<file path="src/rtl/rlc_pkg.sv">
package rlc_pkg;
  localparam int WORD_W = 16;
  localparam int REGOFS_W = 8;
  localparam logic [WORD_W-1:0] CMP_FIXED = 16'h8000;
  localparam logic [WORD_W-1:0] CMP_SELECT = 16'h7FFE;

  typedef enum logic [1:0] {
    ST_FIRST  = 2'd0,
    ST_SECOND = 2'd1,
    ST_HOLD   = 2'd2
  } rlc_state_e;
endpackage

</file>
<file path="src/rtl/rlc_cond.sv">
module rlc_cond
  import rlc_pkg::*;
(
  input  logic [WORD_W-1:0] beam_pos,
  input  logic [WORD_W-1:0] target_w,
  input  logic [WORD_W-1:0] ctrl_w,
  input  logic              blit_busy,
  output logic              hit
);
  logic [WORD_W-1:0] mask;
  logic              beam_ok;
  logic              blit_ok;

  always_comb begin
    mask    = CMP_FIXED | (ctrl_w & CMP_SELECT);
    beam_ok = (beam_pos & mask) >= (target_w & mask);
    blit_ok = !blit_busy || ctrl_w[WORD_W-1];
    hit     = beam_ok && blit_ok;
  end
endmodule

</file>
<file path="src/rtl/rlc_seq.sv">
module rlc_seq
  import rlc_pkg::*;
#(
  parameter int AW = 16
) (
  input  logic                clk,
  input  logic                rst,
  input  logic                slot_grant,
  input  logic                restart,
  input  logic [AW-1:0]       list_start,
  input  logic [WORD_W-1:0]   mem_rdata,
  input  logic                cmp_hit,
  output logic [WORD_W-1:0]   cmp_target,
  output logic [WORD_W-1:0]   cmp_ctrl,
  output logic                bus_claim,
  output logic [AW-1:0]       mem_addr,
  output logic                reg_wr,
  output logic [REGOFS_W-1:0] reg_addr,
  output logic [WORD_W-1:0]   reg_data
);
  localparam logic [AW-1:0] STEP_ONE  = AW'(1);
  localparam logic [AW-1:0] STEP_SKIP = AW'(3);

  rlc_state_e        state_q;
  logic [AW-1:0]     pc_q;
  logic [WORD_W-1:0] w0_q;
  logic [WORD_W-1:0] w1_q;

  assign mem_addr   = pc_q;
  assign cmp_target = w0_q;
  assign cmp_ctrl   = (state_q == ST_HOLD) ? w1_q : mem_rdata;
  assign bus_claim  = slot_grant && !restart && (state_q != ST_HOLD);

  always_ff @(posedge clk) begin
    if (rst) begin
      state_q  <= ST_FIRST;
      pc_q     <= '0;
      w0_q     <= '0;
      w1_q     <= '0;
      reg_wr   <= 1'b0;
      reg_addr <= '0;
      reg_data <= '0;
    end else begin
      reg_wr <= 1'b0;
      if (restart) begin
        pc_q    <= list_start;
        state_q <= ST_FIRST;
      end else if (slot_grant) begin
        case (state_q)
          ST_FIRST: begin
            w0_q    <= mem_rdata;
            pc_q    <= pc_q + STEP_ONE;
            state_q <= ST_SECOND;
          end
          ST_SECOND: begin
            w1_q    <= mem_rdata;
            pc_q    <= pc_q + STEP_ONE;
            state_q <= ST_FIRST;
            if (!w0_q[0]) begin
              reg_wr   <= 1'b1;
              reg_addr <= w0_q[REGOFS_W:1];
              reg_data <= mem_rdata;
            end else if (!mem_rdata[0]) begin
              if (!cmp_hit) state_q <= ST_HOLD;
            end else if (cmp_hit) begin
              pc_q <= pc_q + STEP_SKIP;
            end
          end
          ST_HOLD: begin
            if (cmp_hit) state_q <= ST_FIRST;
          end
          default: state_q <= ST_FIRST;
        endcase
      end
    end
  end
endmodule

</file>
<file path="src/rtl/raster_list_coproc.sv">
module raster_list_coproc
  import rlc_pkg::*;
#(
  parameter int AW = 16
) (
  input  logic                clk,
  input  logic                rst,
  input  logic                slot_grant,
  output logic                bus_claim,
  output logic [AW-1:0]       mem_addr,
  input  logic [WORD_W-1:0]   mem_rdata,
  input  logic [7:0]          beam_line,
  input  logic [7:0]          beam_hslot,
  input  logic                blit_busy,
  input  logic [AW-1:0]       list_start,
  input  logic                restart,
  output logic                reg_wr,
  output logic [REGOFS_W-1:0] reg_addr,
  output logic [WORD_W-1:0]   reg_data
);
  logic [WORD_W-1:0] beam_pos;
  logic [WORD_W-1:0] cmp_target;
  logic [WORD_W-1:0] cmp_ctrl;
  logic              cmp_hit;

  assign beam_pos = {beam_line, beam_hslot};

  rlc_cond u_cond (
    .beam_pos  (beam_pos),
    .target_w  (cmp_target),
    .ctrl_w    (cmp_ctrl),
    .blit_busy (blit_busy),
    .hit       (cmp_hit)
  );

  rlc_seq #(.AW(AW)) u_seq (
    .clk        (clk),
    .rst        (rst),
    .slot_grant (slot_grant),
    .restart    (restart),
    .list_start (list_start),
    .mem_rdata  (mem_rdata),
    .cmp_hit    (cmp_hit),
    .cmp_target (cmp_target),
    .cmp_ctrl   (cmp_ctrl),
    .bus_claim  (bus_claim),
    .mem_addr   (mem_addr),
    .reg_wr     (reg_wr),
    .reg_addr   (reg_addr),
    .reg_data   (reg_data)
  );
endmodule

</file>
<file path="config.mk">
export PLATFORM = sky130hd
export DESIGN_NAME = raster_list_coproc
export DESIGN_NICKNAME = d
export VERILOG_FILES = /design/src/rtl/rlc_pkg.sv /design/src/rtl/rlc_cond.sv /design/src/rtl/rlc_seq.sv /design/src/rtl/raster_list_coproc.sv
export SDC_FILE = /design/constraint.sdc
export NUM_CORES = 1
export LEC_CHECK = 0
export BUFFER_PORTS_ARGS = -buffer_cell sky130_fd_sc_hd__buf_2
export CAP_MARGIN = 10
export CORE_UTILIZATION = 45
export DETAILED_ROUTE_END_ITERATION = 16
export PLACE_DENSITY = 0.69
export SYNTH_ARGS = -nofsm -noshare
export SYNTH_HDL_FRONTEND = slang
export SYNTH_SLANG_ARGS = --single-unit
</file>
<file path="constraint.sdc">
create_clock -name clk -period 4.25 [get_ports clk]
set_input_delay 0.2125 -clock clk [delete_from_list [all_inputs] [get_ports clk]]
set_output_delay 0.2125 -clock clk [all_outputs]
set_load 0.02 [all_outputs]
</file>
# [Yosys cells after proc, flatten, opt, wreduce, memory -nomap -nowiden]
# Index checks and enable logic that the tools add are counted.
[classes] n_reduce_logical=16 magnitude_cmp=1 n_addsub=2 n_bitwise=6 n_mux=13 n_eq_ne=4
[op_table] operator="2-to-1 mux 16 bit" n=6
[op_table] operator="bitwise AND 16 bit" n=2
[op_table] operator="case mux 16 bit (2 select lines)" n=1
[op_table] operator="adder 16 x 1 -> 16 bit, second input constant" n=1
[op_table] operator="adder 16 x 2 -> 16 bit, second input constant" n=1
[op_table] operator=">= comparator 16 bit" n=1
[op_table] operator="2-to-1 mux 2 bit" n=4
[op_table] operator="case mux 2 bit (3 select lines)" n=1
[op_table] operator="AND reduction 3 bit" n=2
[op_table] operator="NOT 1 bit" n=4
[op_table] operator="AND reduction 2 bit" n=2
[op_table] operator="AND reduction 4 bit" n=1
[op_table] operator="OR reduction 4 bit" n=1
[op_table] operator="logical AND 1 bit" n=3
[op_table] operator="nonzero test 3 bit" n=1
[op_table] operator="== test 2 x 1 -> 1 bit, second input constant" n=1
[op_table] operator="== test 2 bit, second input constant" n=1
[op_table] operator="zero test 1 bit" n=2
[op_table] operator="zero test 2 bit" n=1
[op_table] operator="inequality test 2 x 1 -> 1 bit, second input constant" n=1
[op_table] operator="inequality test 2 bit, second input constant" n=1
[op_table] operator="nonzero test 2 bit" n=1
[op_table] operator="OR reduction 2 bit" n=1
[op_table] operator="logical OR 1 bit" n=1
[op_table] operator="2-to-1 mux 1 bit" n=1
[totals] reg_bits=75 wordCells=49 input_bits=53

# [Longest topological paths before layout]
# Gate-level depths: netlist of the first run.
[depth] ltp_word=11 ltp_mapped=14

# [Modules after synthesis]
# Synthesis of the first run repeated with hierarchy kept, for this count alone.
[hier_totals] hier_cells=473 area_unflattened_um2=3767.4
[modules_own_cells] mod="rlc_seq" area_per_inst_um2=3299.4 cells_each=406 instances=1
[modules_own_cells] mod="rlc_cond" area_per_inst_um2=467.9 cells_each=67 instances=1

# [Worst setup path after synthesis of the first run]
# Ideal clock, no wire load.
[synth_path] path_type="register to register" start="register u_seq.state_q[0]" end="register u_seq.pc_q[12], in the netlist u_seq.mem_addr[12]" setup_slack_ns=0.929 synth_period_minus_slack_ns=3.321 required_time_ns=4.159 stages_incl_launch_ff=15 path_buffers=3 arrival_ns=3.230 setup_time_ns=0.091 cell_sequence="dfxtp_1 > buf_6 > and2b_2 > clkbuf_1 > mux2i_1 > nand2b_1 > ha_1 > nand2b_1 > a211o_1 > a211oi_4 > o221ai_2 > o21a_1 > buf_6 > a31o_1 > a311oi_1"
[synth_between] elab_chain_len=11 elab_cells_between_ends=17 cone_classes="order compare: 1; eq/ne: 2; mux: 7; bitwise: 2; reduce/logical: 5"
[synth_rtl] item="start, declared" line="rlc_seq.sv:24" text="rlc_state_e state_q;"
[synth_rtl] item="start signal, assigned" line="rlc_seq.sv:36" text="state_q <= ST_FIRST;"
[synth_rtl] item="start signal, assigned" line="rlc_seq.sv:47" text="state_q <= ST_FIRST;"
[synth_rtl] item="start signal, assigned" line="rlc_seq.sv:53" text="state_q <= ST_SECOND;"
[synth_rtl] item="== test 2 bit" line="rlc_seq.sv:31" text="assign cmp_ctrl = (state_q == ST_HOLD) ? w1_q : mem_rdata;"
[synth_rtl] item="2-to-1 mux 16 bit" line="rlc_seq.sv:31"
[synth_rtl] item="bitwise AND 16 bit" line="rlc_cond.sv:16" text="beam_ok = (beam_pos & mask) >= (target_w & mask);"
[synth_rtl] item=">= comparator 16 bit" line="rlc_cond.sv:16"
[synth_rtl] item="logical AND 1 bit" line="rlc_cond.sv:18" text="hit = beam_ok && blit_ok;"
[synth_rtl] item="2-to-1 mux 16 bit" line="rlc_seq.sv:65" text="end else if (cmp_hit) begin"
[synth_rtl] item="2-to-1 mux 16 bit" line="rlc_seq.sv:63" text="end else if (!mem_rdata[0]) begin"
[synth_rtl] item="2-to-1 mux 16 bit" line="rlc_seq.sv:59" text="if (!w0_q[0]) begin"
[synth_rtl] item="case mux 16 bit (2 select lines)" line="rlc_seq.sv:49" text="case (state_q)"
[synth_rtl] item="2-to-1 mux 16 bit" line="rlc_seq.sv:48" text="end else if (slot_grant) begin"
[synth_rtl] item="2-to-1 mux 16 bit" line="rlc_seq.sv:45" text="if (restart) begin"
[synth_rtl] item="end signal, assigned" line="rlc_seq.sv:46" text="pc_q <= list_start;"
[synth_rtl] item="end signal, assigned" line="rlc_seq.sv:52" text="pc_q <= pc_q + STEP_ONE;"
[synth_rtl] item="end signal, assigned" line="rlc_seq.sv:57" text="pc_q <= pc_q + STEP_ONE;"
[synth_rtl] item="end, declared" line="rlc_seq.sv:25" text="logic [AW-1:0] pc_q;"
# Parallel ways exist; a longest one is shown, timed or not. The select of a mux whose other input is x is not followed.
# A chain may end at the register's enable or synchronous reset.

# [Worst setup path in the final report of the first run]
[layout_path] start="register u_seq.state_q[0]" end="register u_seq.pc_q[4], in the netlist u_seq.mem_addr[4]"
# The elaborated chain is that of the path after synthesis.

==> impl_results.md, run 1 <==
* Status: finished, final reports clean
* Post-synthesis cell count at 503
* Tcrit/Tclk final at 0.811
* Placement Setup Slack at 0.839 ns
* Fraction of layout instances using a drive strength above 1 at 0.223
* Worst-Skew Late Latency at 0.35 ns
* Largest net degree at the start of global routing at 43
* Final min period at 3.45 ns
* Nets at 654
* Netlist cell types at 55
* Row Count at 33
* GRT overflow at 0
* Fillers at 819
* H-tree depth at 3
* # DRC at 0
* Critical Path End Type: flip-flop
* Synth async-reset ratio at 0
* Fin cells at 693
* Cell with the most instances after synthesis: nand2_1
* Pwr dens at 334 nW/um^2
* Worst EP required at 4.50 ns
* Max VDD drop at 192 uV
* Slew @ Worst Pin at 0.873 ns
* FMAX at 290 MHz
* Slew Viols, Final at 0
* Clock slew at reported path FFs at 0.08 ns
* Pleak at 1.90 nW
* Core Region at 8380 sq um
* RePlAce Congestion at 0.823
* CP Launch Type: flip-flop
* Max-cap viol count at 0
* RSZ-0062 raised after global routing: no
* Post-CTS Setup Bufs at 0
* Worst relative slew slack at 0.416
* WHS at 0.117 ns
* Synth area leaders: dfxtp_1 (37%), nand2_1 (12%), a21oi_1 (8.7%), ha_1 (5.4%), mux2i_1 (3.8%)
* Tot Pwr at 1.55 mW
* DRT iter0 DRCs at 206
* First-pass GRT wire length at 16.3 mm
* Setup ws final at 0.803 ns
* Synth top area share at 0.373
* Crit-path max FO at 10
* DP Wirelength at 6.89 mm
* Synth top cells by count: nand2_1 (128), dfxtp_1 (74), a21oi_1 (69)
* Cell taking the most area after synthesis: dfxtp_1
* Drt first pass iters at 4
* Total die area at 9210 sq um
* Final ANT Viol Nets at 0
* Clock sink count at 74
* CTS tree: built
* DR vias at 3704
* Final Cell Area at 4640 sq um
* Placed instance area at 4430 sq um
* Diode count at 0
* Vias/cell at 5.34
* Dpl cells at 678
* Layout area overhead at 16.8%
* WL final at 9.92 mm
* Post-Syn Area per Cell at 7.90 sq um
* TNS Setup at 0 ns
* Clock Tree Buf Depth at 2
* I/O Buffers at 93
* CTS Buf Count at 9
* Die H at 96.0 microns
* Synth warn at 0
* Syn nets at 573
* Critical path class: reg2reg
* Root Driver: clkbuf_8
* Cts repair resizes at 0
* Avg WL per Cell at 14.3 microns
* Layout Skew at 0.0138 ns
* Ports at 95
* Hold Path Class: in2reg
* Syn Std Cell Area at 3970 sq um
* Post-synth EDFFs at 0
* Final-report hold violation count at 0
* Total GRT Usage at 0.229
* Setup violations, final at 0
* Synthesized flop and latch total at 74
* Hold-fix buffers at CTS at 0
* Initial core utilization at 0.474
* Vias in the first global route at 3425
* Die span in x at 96.0 microns
* CP arrival at 3.70 ns
* Initial antenna violation count at 0
* Layout Utilization at 0.554
* Synth Flop Type: dfxtp_1
* Seq/Total Area, Yosys at 0.373
==> cell families (layout without fill, tap and decap cells) <==
group	Yosys count	after routing	synth area share
xor+xnor	2	2	0.00441
simple gates	240	240	0.292
compound gates	115	115	0.180
mux	16	16	0.0406
fa+ha+maj	17	17	0.0535
buf+inv	39	124	0.0570
flops	74	74	0.373
==> metal layers <==
layer	wire, microns	vias up	global-route usage
met2	4750	89	0.374
met5	0	-	0
met4	103	0	0.0510
li1	-	1898	-
met1	4520	1708	0.312
met3	539	9	0.0458
==> flip-flops by register name, summed over array words and instances (netlist names) <==
signal and flops:
u_seq.reg_addr 8, u_seq.mem_addr 16, u_seq.cmp_target 16, u_seq.state_q 2, u_seq.w1_q 15, u_seq.reg_wr 1, u_seq.reg_data 16
==> cells in the final DEF (no fill, tap or decap), types with 3 or more instances in the layout <==
| cell type | instances |
|---|---|
| mux2i_1 | 15 |
| o21ai_1 | 3 |
| a31o_1 | 4 |
| a31oi_1 | 3 |
| nor2_1 | 21 |
| nor4_1 | 3 |
| buf_4 | 5 |
| ha_1 | 17 |
| a311oi_1 | 5 |
| o21ai_0 | 10 |
| nand4_1 | 9 |
| or3_1 | 3 |
| inv_1 | 11 |
| a21oi_1 | 69 |
| and3_1 | 11 |
| nand2b_1 | 20 |
| buf_2 | 93 |
| clkbuf_8 | 9 |
| nor3_1 | 7 |
| a211oi_1 | 3 |
| nand2_1 | 128 |
| nor2b_1 | 15 |
| dfxtp_1 | 74 |
| nand3_1 | 6 |
==> layout make-up <==
class | count | area (sq um) | share of cell area
Multi-Input combinational cell | 390 | 2270 | 0.489
Sequential cell | 74 | 1480 | 0.319
Timing Repair Buffer | 98 | 503 | 0.108
Tap cell | 105 | 131 | 0.0283
Clock buffer | 9 | 124 | 0.0267
Clock inverter | 6 | 90.1 | 0.0194
Inverter | 11 | 41.3 | 0.00889
==> path summary, 6_finish.rpt <==
path / from / end / slack (ns) / cells past startpoint
min reg2reg: u_seq.reg_data[5] / u_seq.reg_data[5] / 0.46 / 2
max reg2reg: u_seq.state_q[0] / u_seq.mem_addr[4] / 0.80 / 11
min: list_start[0] / u_seq.mem_addr[0] / 0.12 / 3
max: u_seq.state_q[0] / u_seq.mem_addr[4] / 0.80 / 11
==> critical path, stage by stage (launching register included) <==
cell and delay [ns]:
dfxtp_1 0.55, and2b_2 0.40, mux2i_1 0.17, nand2b_1 0.16
ha_1 0.28, nand2b_1 0.14, a211o_1 0.32, a211oi_4 0.34
o211a_1 0.22, o21ai_1 0.13, or3_1 0.37, a311oi_1 0.26
==> where the power goes <==
part	internal [mW]	total [mW]	switching, mW
Sequential	0.716	0.738	0.0222
Combinational	0.0828	0.208	0.125
Clock	0.329	0.604	0.274
Total	1.13	1.55	0.421
Note: power is estimated with default switching activity, not from simulation.
==> inputs of run 2 (changes only) <==
--- a/config.mk
+++ b/config.mk
@@ -5,11 +5,12 @@
 export SDC_FILE = /design/constraint.sdc
 export NUM_CORES = 1
 export LEC_CHECK = 0
+export ABC_AREA = 1
 export BUFFER_PORTS_ARGS = -buffer_cell sky130_fd_sc_hd__buf_2
 export CAP_MARGIN = 10
 export CORE_UTILIZATION = 45
 export DETAILED_ROUTE_END_ITERATION = 16
-export PLACE_DENSITY = 0.69
+export PLACE_DENSITY = 0.68
 export SYNTH_ARGS = -nofsm -noshare
 export SYNTH_HDL_FRONTEND = slang
 export SYNTH_SLANG_ARGS = --single-unit
==> constraint.sdc (replaced) <==
create_clock -name clk -period 3.6 [get_ports clk]
set_input_delay 0.18 -clock clk [delete_from_list [all_inputs] [get_ports clk]]
set_output_delay 0.18 -clock clk [all_outputs]
set_load 0.02 [all_outputs]
==> impl_results.md, run 2 <==
* Crit Reg-Reg Startpoint: u_seq.state_q[0]
* GRT overflow at 0 (unchanged)
* Total die area at 9760 sq um (+6.0%)
* Post-Syn Area per Cell at 6.94 sq um (-12%)
* CP arrival at 3.30 ns (-0.40 ns)
* Cell taking the most area after synthesis: dfxtp_1
* Fraction of layout instances using a drive strength above 1 at 0.210 (-0.0129)
* Synth top area share at 0.351 (-0.0214)
* R2R setup slack at 0.53 ns (-0.28 ns)
* Synth top cells by count: nand2_1 (104), nor2_1 (80), dfxtp_1 (74)
* Final-report hold violation count at 0 (unchanged)
* Setup violations, final at 0 (unchanged)
* Hold-fix buffers at CTS at 0 (unchanged)
* Root Driver: clkbuf_8
* # DRC at 0 (unchanged)
* Largest net degree at the start of global routing at 56 (+30%)
* Layout Skew at 0.0156 ns (+0.00186 ns)
* Crit-path max cell delay at 0.65 ns (+0.10 ns)
* Synth area leaders: dfxtp_1 (35%), nand2_1 (9.3%), o21ai_0 (8.2%), nor2_1 (7.1%), a21oi_1 (6.5%)
* Status: finished, final reports clean
* CTS Buf Count at 9 (unchanged)
* Syn Std Cell Area at 4220 sq um (+6.1%)
* Worst-Skew Late Latency at 0.35 ns (about the same)
* Fillers at 869 (+6.1%)
* Commonest non-fill, non-tap cells in the layout: nand2_1 (104), buf_2 (93), nor2_1 (80)
* DRT iter0 DRCs at 152 (-26%)
* Post-synth EDFFs at 0 (unchanged)
* Die span in x at 98.8 microns (+2.9%)
* Nets at 757 (+16%)
* Cells on Worst Hold Path at 3 (unchanged)
* Total GRT Usage at 0.228 (-0.00111)
* Vias in the first global route at 3786 (+11%)
* Cell with the most instances after synthesis: nand2_1
* Slew Viols, Final at 0 (unchanged)
* Slew @ Worst Pin at 0.512 ns (-0.361 ns)
* Initial core utilization at 0.474 (about the same)
* Post-CTS Setup Bufs at 0 (unchanged)
* Pwr dens at 385 nW/um^2 (+15%)
* Avg WL per Cell at 13.4 microns (-6.4%)
* Dpl cells at 784 (+16%)
* Pleak at 2.32 nW (+22%)
* Max-cap viol count at 0 (unchanged)
* CTS tree: built
* CP Cell Sequence: nor2_2, buf_4, nand2_1, o21ai_0, and2_1, ha_1, nand2_1, nor2_1, nand2_1, nor2_1, nor2_1, nand3_2, nand3_4, inv_1, nand2_1, nand3_1, a21oi_1
* Syn nets at 677 (+18%)
* Final ANT Viol Nets at 0 (unchanged)
* Hold Path Class: in2reg
* Setup ws final at 0.527 ns (-0.277 ns)
* Die H at 98.8 microns (+2.9%)
* Worst path most repeated cell: nand2_1
* Synth Flop Type: dfxtp_1
* Most common cell after layout, fill and taps aside: nand2_1
* Layout area overhead at 16.7%
* CP Launch Type: flip-flop
* Clock sink count at 74 (unchanged)
* Netlist cell types at 32 (-42%)
* Seq/Total Area, Yosys at 0.351 (-0.0214)
* DP Wirelength at 7.67 mm (+11%)
* Worst EP required at 3.83 ns (-0.67 ns)
* Final min period at 3.07 ns (-0.373 ns)
* Synth async-reset ratio at 0 (unchanged)
* Max VDD drop at 194 uV (+1.2%)
* Synth warn at 0 (unchanged)
* RSZ-0062 raised after global routing: no
* Setup crit start: u_seq.state_q[0]
* Core Region at 8890 sq um (+6.1%)
* TNS Setup at 0 ns (unchanged)
* Clock slew at reported path FFs at 0.09 ns (about the same)
* First-pass GRT wire length at 17.8 mm (+8.8%)
* Placement Setup Slack at 0.571 ns (-0.268 ns)
* Fin cells at 800 (+15%)
* Crit-path max FO at 31 (+21)
* Synthesized flop and latch total at 74 (unchanged)
* CP max stage cell: dfxtp_1
* Drt first pass iters at 7 (+3)
* WL final at 10.7 mm (+8.0%)
* FMAX at 325 MHz (+12%)
* DR vias at 4091 (+10%)
* Worst Setup EP: u_seq.mem_addr[15]
* Reg2reg end: u_seq.mem_addr[15]
* I/O Buffers at 93 (unchanged)
* Critical path class: reg2reg
* H-tree depth at 3 (unchanged)
* Initial antenna violation count at 1 (+1)
* Worst relative slew slack at 0.658 (+0.242)
* Vias/cell at 5.11 (-4.3%)
* Post-synthesis cell count at 607 (+21%)
* Worst r2r path cells at 17 (+6)
* Row Count at 34 (+3.0%)
* Ports at 95 (unchanged)
* Clock Tree Buf Depth at 2 (unchanged)
* Tcrit/Tclk final at 0.854 (+0.0427)
* RePlAce Congestion at 0.895 (+8.6%)
* Cts repair resizes at 0 (unchanged)
* Critical Path End Type: flip-flop
==> run 2: cell types whose count changed in the layout (fill, tap and decap cells not counted), moves of 15 or more <==
cell	delta
nand2b_1	-20
mux2i_1	-15
o21ai_0	+59
inv_1	+46
nand3_1	+17
xor2_1	+25
nor2_1	+59
nand2_1	-24
nor2b_1	-15
==> run 2: layout make-up <==
class,count,area [sq um],area share
flip-flops and latches,74,1480,0.301
diodes,1,2.50,0.000509
multi-input cells,438,2350,0.477
clock buffers,9,124,0.0252
inverters,67,251,0.0511
repair buffers,97,495,0.101
well taps,108,135,0.0275
clock inverters,6,82.6,0.0168
==> run 2: through the flow <==
step / hold WS (ns) / utilization / cell area (sq um) / power [mW]
detailed placement: 0.447 / 0.530 / 4710 / 1.20
global placement: 0.432 / 0.530 / 4710 / 1.19
global route: 0.104 / 0.553 / 4920 / 1.98
floorplan: 0.283 / - / 4220 / 1.11
finish: 0.0843 / 0.553 / 4920 / 1.89
CTS: 0.0723 / 0.553 / 4920 / 1.90
==> run 2: metal layers <==
metal	share of wire	up-vias	GRT usage	routed length [microns]
li1	-	2119	-	-
met1	0.48	1841	0.311	5180
met2	0.44	112	0.361	4740
met3	0.051	19	0.0340	546
met4	0.023	0	0.0964	248
met5	0	-	0	0
==> run 2: worst max-delay path: cells and delay by family, from the launching register on <==
| kind | cells | cell delay (ns) |
|---|---|---|
| buf+inv | 2 | 0.48 |
| flops | 1 | 0.65 |
| simple gates | 12 | 1.33 |
| compound gates | 2 | 0.17 |
| fa+ha+maj | 1 | 0.31 |
==> run 2: logic make-up after synthesis <==
kind of cell,count (synthesis),share of synthesized area
AND/OR/NAND/NOR,251,0.270
AO/OA/AOI/OAI,142,0.178
buffers and inverters,95,0.0920
flip-flops,74,0.351
XOR/XNOR,28,0.0582
adder cells (fa/ha/maj),17,0.0505
==> run 2: power by group <==
group | switching, mW | leakage, nW | total, mW | internal [mW]
logic | 0.185 | 1.61 | 0.299 | 0.114
registers | 0.0355 | 0.604 | 0.888 | 0.852
clock network | 0.322 | 0.105 | 0.705 | 0.383
total | 0.543 | 2.32 | 1.89 | 1.35
==> run 2: worst min path at each step <==
| stage | from | end | slack, ns |
|---|---|---|---|
| after floorplan | mem_rdata[13] | u_seq.reg_data[13] | 0.28 |
| after global placement | mem_rdata[14] | u_seq.reg_data[14] | 0.43 |
| after detailed placement | mem_rdata[13] | u_seq.reg_data[13] | 0.45 |
| after CTS | mem_rdata[13] | u_seq.reg_data[13] | 0.07 |
| after global routing | mem_rdata[4] | u_seq.reg_data[4] | 0.10 |
| final | mem_rdata[13] | u_seq.reg_data[13] | 0.08 |
